## config.mk

```make
export PLATFORM = sky130hd
export DESIGN_NAME = rx_bd_ring
export DESIGN_NICKNAME = d
export VERILOG_FILES = /design/src/rtl/rxr_pkg.sv /design/src/rtl/rxr_seq.sv /design/src/rtl/rxr_fill.sv /design/src/rtl/rxr_event.sv /design/src/rtl/rx_bd_ring.sv
export SDC_FILE = /design/constraint.sdc
export NUM_CORES = 1
export LEC_CHECK = 0
export CELL_PAD_IN_SITES_DETAIL_PLACEMENT = 1
export CELL_PAD_IN_SITES_GLOBAL_PLACEMENT = 1
export CORE_MARGIN = 2
export CORE_UTILIZATION = 39
export DETAILED_ROUTE_END_ITERATION = 6
export PLACE_DENSITY = 0.86
export SLEW_MARGIN = 20
export SYNTH_ARGS = -nofsm -noshare
export SYNTH_HDL_FRONTEND = slang
export SYNTH_HIERARCHICAL = 1
export SYNTH_SLANG_ARGS = --single-unit
```

## constraint.sdc

```tcl
create_clock -name clk -period 7 [get_ports clk]
set_input_delay 1.05 -clock clk [delete_from_list [all_inputs] [get_ports clk]]
set_output_delay 1.05 -clock clk [all_outputs]
set_load 0.05 [all_outputs]
```

## src/rtl/rxr_pkg.sv

```systemverilog
package rxr_pkg;
   localparam int HW      = 16;
   // status word bit positions
   localparam int BIT_E   = 15;
   localparam int BIT_RSV = 14;
   localparam int BIT_W   = 13;
   localparam int BIT_I   = 12;
   localparam int BIT_L   = 11;
   localparam int BIT_F   = 10;
   localparam int LOW_W   = 10;   // bits 9:0 hold preserved + error bits
   localparam int LOW_TOP = LOW_W - 1;
   // halfword offsets inside a descriptor
   localparam int OFS_STAT = 0;
   localparam int OFS_LEN  = 1;
   localparam int OFS_PHI  = 2;
   localparam int OFS_PLO  = 3;
   localparam int BD_SPAN  = 4;

   typedef enum logic [2:0] {
      ST_FETCH, ST_CHECK, ST_PTRH, ST_PTRL, ST_ARM, ST_OPEN, ST_WLEN, ST_WSTAT
   } ring_state_t;
endpackage

```

## src/rtl/rxr_seq.sv

```systemverilog
module rxr_seq
   import rxr_pkg::*;
#(
   parameter int ADDR_W = 8,
   parameter int ERR_W  = 6
)(
   input  logic                 clk,
   input  logic                 rst,
   input  logic [ADDR_W-1:0]    ring_base,
   input  logic [HW-1:0]        mem_rdata,
   input  logic                 fill_done,
   input  logic [HW-1:0]        len_val,
   input  logic                 l_bit,
   input  logic                 f_bit,
   input  logic [ERR_W-1:0]     err_val,
   output ring_state_t          state,
   output logic                 mem_re,
   output logic                 mem_we,
   output logic [ADDR_W-1:0]    mem_addr,
   output logic [HW-1:0]        mem_wdata,
   output logic [2*HW-1:0]      ptr,
   output logic                 ring_busy,
   output logic                 i_bit
);
   localparam int KEEP_W = LOW_W - ERR_W;

   ring_state_t       state_q;
   logic [ADDR_W-1:0] cur_q;
   logic [HW-1:0]     ptr_hi_q, ptr_lo_q;
   logic              w_q, i_q, busy_q;
   logic [LOW_W-1:0]  stat_low;
   logic              owned;

   assign owned = mem_rdata[BIT_E];

   always_ff @(posedge clk) begin
      if (rst) begin
         state_q  <= ST_FETCH;
         cur_q    <= ring_base;
         ptr_hi_q <= '0;
         ptr_lo_q <= '0;
         w_q      <= 1'b0;
         i_q      <= 1'b0;
         busy_q   <= 1'b0;
      end else begin
         case (state_q)
            ST_FETCH: state_q <= ST_CHECK;
            ST_CHECK: begin
               if (owned) begin
                  busy_q  <= 1'b0;
                  w_q     <= mem_rdata[BIT_W];
                  i_q     <= mem_rdata[BIT_I];
                  state_q <= ST_PTRH;
               end else begin
                  busy_q  <= 1'b1;
                  state_q <= ST_FETCH;
               end
            end
            ST_PTRH: state_q <= ST_PTRL;
            ST_PTRL: begin
               ptr_hi_q <= mem_rdata;
               state_q  <= ST_ARM;
            end
            ST_ARM: begin
               ptr_lo_q <= mem_rdata;
               state_q  <= ST_OPEN;
            end
            ST_OPEN: if (fill_done) state_q <= ST_WLEN;
            ST_WLEN: state_q <= ST_WSTAT;
            ST_WSTAT: begin
               cur_q   <= w_q ? ring_base : cur_q + ADDR_W'(BD_SPAN);
               state_q <= ST_FETCH;
            end
            default: state_q <= ST_FETCH;
         endcase
      end
   end

   // preserved host bits between the flags and the error field
   generate
      if (KEEP_W > 0) begin : g_keep
         logic [KEEP_W-1:0] keep_q;
         always_ff @(posedge clk) begin
            if (rst)
               keep_q <= '0;
            else if (state_q == ST_CHECK && owned)
               keep_q <= mem_rdata[LOW_TOP -: KEEP_W];
         end
         assign stat_low = {keep_q, err_val};
      end else begin : g_nokeep
         assign stat_low = err_val;
      end
   endgenerate

   always_comb begin
      mem_re    = 1'b0;
      mem_we    = 1'b0;
      mem_addr  = cur_q;
      mem_wdata = '0;
      case (state_q)
         ST_FETCH: begin
            mem_re   = 1'b1;
            mem_addr = cur_q + ADDR_W'(OFS_STAT);
         end
         ST_PTRH: begin
            mem_re   = 1'b1;
            mem_addr = cur_q + ADDR_W'(OFS_PHI);
         end
         ST_PTRL: begin
            mem_re   = 1'b1;
            mem_addr = cur_q + ADDR_W'(OFS_PLO);
         end
         ST_WLEN: begin
            mem_we    = 1'b1;
            mem_addr  = cur_q + ADDR_W'(OFS_LEN);
            mem_wdata = len_val;
         end
         ST_WSTAT: begin
            mem_we    = 1'b1;
            mem_addr  = cur_q + ADDR_W'(OFS_STAT);
            mem_wdata = {1'b0, 1'b0, w_q, i_q, l_bit, f_bit, stat_low};
         end
         default: ;
      endcase
   end

   assign state     = state_q;
   assign ptr       = {ptr_hi_q, ptr_lo_q};
   assign ring_busy = busy_q;
   assign i_bit     = i_q;
endmodule

```

## src/rtl/rxr_fill.sv

```systemverilog
module rxr_fill
   import rxr_pkg::*;
#(
   parameter int BUF_BYTES = 64,
   parameter int ERR_W     = 6
)(
   input  logic              clk,
   input  logic              rst,
   input  logic              arm,
   input  logic              open,
   input  logic [2*HW-1:0]   ptr,
   input  logic              rx_valid,
   input  logic [7:0]        rx_byte,
   input  logic              rx_last,
   input  logic [ERR_W-1:0]  rx_err,
   output logic              done,
   output logic [HW-1:0]     len_val,
   output logic              f_bit,
   output logic              l_bit,
   output logic [ERR_W-1:0]  err_val,
   output logic              buf_we,
   output logic [2*HW-1:0]   buf_addr,
   output logic [7:0]        buf_data,
   output logic              rx_drop
);
   localparam int CNT_W = $clog2(BUF_BYTES + 1);
   localparam logic [CNT_W-1:0] CNT_FULL = CNT_W'(BUF_BYTES);

   logic [CNT_W-1:0] cnt_q, cnt_nxt;
   logic             mid_q, f_q, l_q, take;
   logic [ERR_W-1:0] err_q;

   assign take    = open & rx_valid;
   assign cnt_nxt = cnt_q + 1'b1;
   assign done    = take & (rx_last | (cnt_nxt == CNT_FULL));

   always_ff @(posedge clk) begin
      if (rst) begin
         cnt_q <= '0;
         mid_q <= 1'b0;
         f_q   <= 1'b0;
         l_q   <= 1'b0;
         err_q <= '0;
      end else begin
         if (arm)
            cnt_q <= '0;
         else if (take)
            cnt_q <= cnt_nxt;
         if (take && cnt_q == '0)
            f_q <= ~mid_q;
         if (done) begin
            l_q   <= rx_last;
            err_q <= rx_last ? rx_err : '0;
         end
         if (rx_valid)
            mid_q <= ~rx_last;
      end
   end

   assign len_val  = HW'(cnt_q);
   assign f_bit    = f_q;
   assign l_bit    = l_q;
   assign err_val  = err_q;
   assign buf_we   = take;
   assign buf_addr = ptr + (2*HW)'(cnt_q);
   assign buf_data = rx_byte;
   assign rx_drop  = rx_valid & ~open;
endmodule

```

## src/rtl/rxr_event.sv

```systemverilog
module rxr_event (
   input  logic wstat,
   input  logic l_bit,
   input  logic i_bit,
   output logic evt_buf,
   output logic evt_frame
);
   assign evt_frame = wstat & l_bit;
   assign evt_buf   = wstat & ~l_bit & i_bit;
endmodule

```

## src/rtl/rx_bd_ring.sv

```systemverilog
module rx_bd_ring
   import rxr_pkg::*;
#(
   parameter int ADDR_W    = 8,
   parameter int BUF_BYTES = 64,
   parameter int ERR_W     = 6
)(
   input  logic              clk,
   input  logic              rst,
   input  logic [ADDR_W-1:0] ring_base,
   output logic              mem_re,
   output logic              mem_we,
   output logic [ADDR_W-1:0] mem_addr,
   output logic [15:0]       mem_wdata,
   input  logic [15:0]       mem_rdata,
   input  logic              rx_valid,
   input  logic [7:0]        rx_byte,
   input  logic              rx_last,
   input  logic [ERR_W-1:0]  rx_err,
   output logic              rx_armed,
   output logic              rx_drop,
   output logic              buf_we,
   output logic [31:0]       buf_addr,
   output logic [7:0]        buf_data,
   output logic              ring_busy,
   output logic              evt_buf,
   output logic              evt_frame
);
   generate
      if (ADDR_W < 3) begin : g_bad_addr
         $error("rx_bd_ring: ADDR_W must be at least 3");
      end
      if (ERR_W < 1 || ERR_W > LOW_W) begin : g_bad_err
         $error("rx_bd_ring: ERR_W must lie in 1..10");
      end
      if (BUF_BYTES < 1 || BUF_BYTES > 16383) begin : g_bad_buf
         $error("rx_bd_ring: BUF_BYTES must lie in 1..16383");
      end
   endgenerate

   ring_state_t      state;
   logic             fill_done, l_bit, f_bit, i_bit;
   logic [HW-1:0]    len_val;
   logic [ERR_W-1:0] err_val;
   logic [31:0]      ptr;

   rxr_seq #(.ADDR_W(ADDR_W), .ERR_W(ERR_W)) u_seq (
      .clk       (clk),
      .rst       (rst),
      .ring_base (ring_base),
      .mem_rdata (mem_rdata),
      .fill_done (fill_done),
      .len_val   (len_val),
      .l_bit     (l_bit),
      .f_bit     (f_bit),
      .err_val   (err_val),
      .state     (state),
      .mem_re    (mem_re),
      .mem_we    (mem_we),
      .mem_addr  (mem_addr),
      .mem_wdata (mem_wdata),
      .ptr       (ptr),
      .ring_busy (ring_busy),
      .i_bit     (i_bit)
   );

   rxr_fill #(.BUF_BYTES(BUF_BYTES), .ERR_W(ERR_W)) u_fill (
      .clk      (clk),
      .rst      (rst),
      .arm      (state == ST_ARM),
      .open     (state == ST_OPEN),
      .ptr      (ptr),
      .rx_valid (rx_valid),
      .rx_byte  (rx_byte),
      .rx_last  (rx_last),
      .rx_err   (rx_err),
      .done     (fill_done),
      .len_val  (len_val),
      .f_bit    (f_bit),
      .l_bit    (l_bit),
      .err_val  (err_val),
      .buf_we   (buf_we),
      .buf_addr (buf_addr),
      .buf_data (buf_data),
      .rx_drop  (rx_drop)
   );

   rxr_event u_evt (
      .wstat     (state == ST_WSTAT),
      .l_bit     (l_bit),
      .i_bit     (i_bit),
      .evt_buf   (evt_buf),
      .evt_frame (evt_frame)
   );

   assign rx_armed = (state == ST_OPEN);
endmodule

```

==> flow_summary.ini <==
[place]
postPlaceCellArea_mm2 = 0.00527
portBuffers = 95
hpwl_um = 9970
place_congestion = 0.873
place_inst = 744

[route]
vias = 4226
drc = 0
wl_per_cell_um = 17.9
via_per_inst = 5.56
wl_um = 13600
first_pass_iters = 4
antenna_left = 0
dr.first_iter.drc_count = 172

[setup_path]
cp_slowest_cell = dfxtp_1
crit_path_max_incr_delay_ps = 830
path_buf_inv = 1
end_kind = primary output
worstPathMaxFanout = 20
cp.required_ps = 5950
arrival_ps = 3710
critPathLaunchType = register
critPathTopFamily = flip-flops
critPathKind = reg -> out
cp_cell_sequence = nor2b_4 -> nand2_1 -> ha_1 -> a21oi_1 -> and4b_1 -> a311oi_1 -> xnor2_1 -> clkdlybuf4s50_1

[sta]
max_freq_ghz = 0.210
maxSlewHeadroom_pct = 30.2
timing.final.crit_share_pct = 68.0
period_minus_slack_ps = 4760
finClkSkew_ps = 4.65
worstMarginPinSlew_ps = 1050
finalSetupTns_ps = 0
whs_ps = 474
finalHoldViolations = 0
drv_slew = 0
finalSetupViolCount = 0
grt_setup_unrepaired = false

[clocking]
path_clk_slew_ps = 60
cts_root_buffer = clkbuf_16
cts_hold_buf = 0
htreeDepth = 3
clk_path_buf_depth = 2
clock-sinks = 66
cts_setup_buffers = 0
cts_made_buffers = 9
cts_resized = 0
cts_tree = yes
clk_latency_ps = 330

[layout]
nNetsFinal = 672
drive_gt1_share_pct = 6.45
nFillCells = 1345
multi_input_area_mm2 = 0.00269
area.growth.synth_to_final_pct = 25.7
register_area_mm2 = 0.00140
finalNonFillerCells = 760
antenna_cells = 0
fin_area_mm2 = 0.00557

[global_routing]
grt_usage_pct = 21.7
grt_pass1_vias = 4359
antenna_found_initial = 0
overflow = 0
grt_pass1_wl_um = 22000
grt_max_degree = 59

[synth]
ys_seq_elements = 66
yosys_warnings = 6
synth-edff-count = 8
ys_top_cells_by_count = 84 x nand2_1, 58 x dfxtp_1, 55 x a21oi_1
netlist-cell-type-count = 64
yosysSeqAreaShare_pct = 31.6
yosys.area.top_type = dfxtp_1
post-synth-top-count-cell = nand2_1
yosysTopAreaCellShare_pct = 26.2
yosys_most_used_dff = dfxtp_1
netlist_area_mm2 = 0.00443
synth_area_leaders = dfxtp_1 26%, xnor2_1 7.7%, nand2_1 7.1%
synthCells = 550
avgSynthCellArea_um2 = 8.05
ys_async_sr_fraction_pct = 0

[power_and_ir_drop]
ir_drop_v = 0.000141
leakagePower_uw = 0.00195
power.density_mw_per_mm2 = 180
p_total_uw = 1000

[floorplanning]
rows = 38
dieArea_mm2 = 0.0122
die_h_um = 111
design.core.area_mm2 = 0.0109
initial_utilization_pct = 40.5
pin_count = 114
die_w_um = 111

[flow_run]
maxCapViolCount = 0

[min_path]
hold_path.class = reg -> reg

[outcome]
outcome = finished, final reports clean
-- sequential cells by signal (all words and copies together) (netlist names) --
register,count
u_seq/i_bit,1
u_fill/err_val,6
u_seq/w_q,1
u_seq/ring_busy,1
u_seq/cur_q,8
u_fill/cnt_q,7
u_fill/mid_q,1
u_seq/state,3
u_seq/ptr_hi_q,16
u_fill/l_bit,1
u_fill/f_bit,1
u_seq/g_keep.keep_q,4
u_seq/ptr_lo_q,16
-- metrics by stage --
| step | setup WS [ps] | utilization, % |
|---|---|---|
| finish | 2240 | 50.9 |
| detailed placement | 2620 | 48.2 |
| global placement | 2720 | 48.2 |
| floorplan | 3470 | - |
| global route | 1960 | 50.9 |
| CTS | 2230 | 50.9 |
-- tightest hold or removal path, stage by stage, from the launching register on --
cell	delay, ps
dfxtp_1	310
nand2_1	60
a21oi_1	60
-- report_power, final --
part	switching (uW)	internal, uW
registers	17.4	396
clock network	176	263
logic	90.6	60.9
-- per-layer routing --
layer  GRT usage [%]  vias up  wire length (um)
li1                -     2020                 -
met1            27.4     2071              6030
met2            38.6      117              6740
met3            3.73       18               611
met4            5.08        0               201
met5               0        -                 0
-- cell type report --
cell class / instances / area share [%]
clock buffer: 10 / 4.49
clock inverter: 6 / 0.831
inverter: 14 / 0.989
multi-input combinational: 428 / 48.2
sequential: 66 / 25.2
tap: 140 / 3.15
timing repair buffer: 96 / 17.1
-- cell usage in the layout (no fill, tap or decap), types with 3 or more instances in the layout --
| master | n |
|---|---|
| clkdlybuf4s50_1 | 94 |
| clkbuf_16 | 10 |
| nor2b_1 | 9 |
| nor3_1 | 9 |
| nor2_1 | 44 |
| dfxtp_1 | 58 |
| a311oi_1 | 3 |
| o221ai_1 | 4 |
| and2_1 | 3 |
| inv_1 | 12 |
| a21oi_1 | 55 |
| mux2i_1 | 22 |
| xor2_1 | 6 |
| nand2_1 | 84 |
| xnor2_1 | 39 |
| nand4_1 | 15 |
| conb_1 | 9 |
| edfxtp_1 | 8 |
| and3_1 | 11 |
| ha_1 | 13 |
| o211ai_1 | 4 |
| o21ai_0 | 10 |
| a31oi_1 | 6 |
| nand4b_1 | 3 |
| nand3_1 | 33 |
-- logic make-up (layout without fill, tap and decap cells) --
| group | Yosys count | in the layout | synth area share (%) |
|---|---|---|---|
| AOI/OAI and AO/OA | 99 | 99 | 13.9 |
| xor gates and xnor gates | 45 | 45 | 8.90 |
| adders and majority gates | 15 | 15 | 4.58 |
| buffers and inverters | 64 | 126 | 8.36 |
| DFF | 66 | 66 | 31.6 |
| muxes | 24 | 24 | 5.48 |
| other | 1 | 9 | 0.0847 |
| and+or+nand+nor | 236 | 236 | 27.0 |
-- final timing paths --
kind,from,slack (ps),end,depth (start not counted)
worst max register to register,u_seq/state[2],4350,u_seq/state[1],7
worst min-delay path,u_seq/ptr_lo_q[6],470,u_seq/ptr_lo_q[6],2
worst min register to register,u_seq/ptr_lo_q[6],470,u_seq/ptr_lo_q[6],2
worst max-delay path,u_seq/state[1],2240,mem_addr[3],8
No activity file was read; power rests on OpenSTA's default activity.
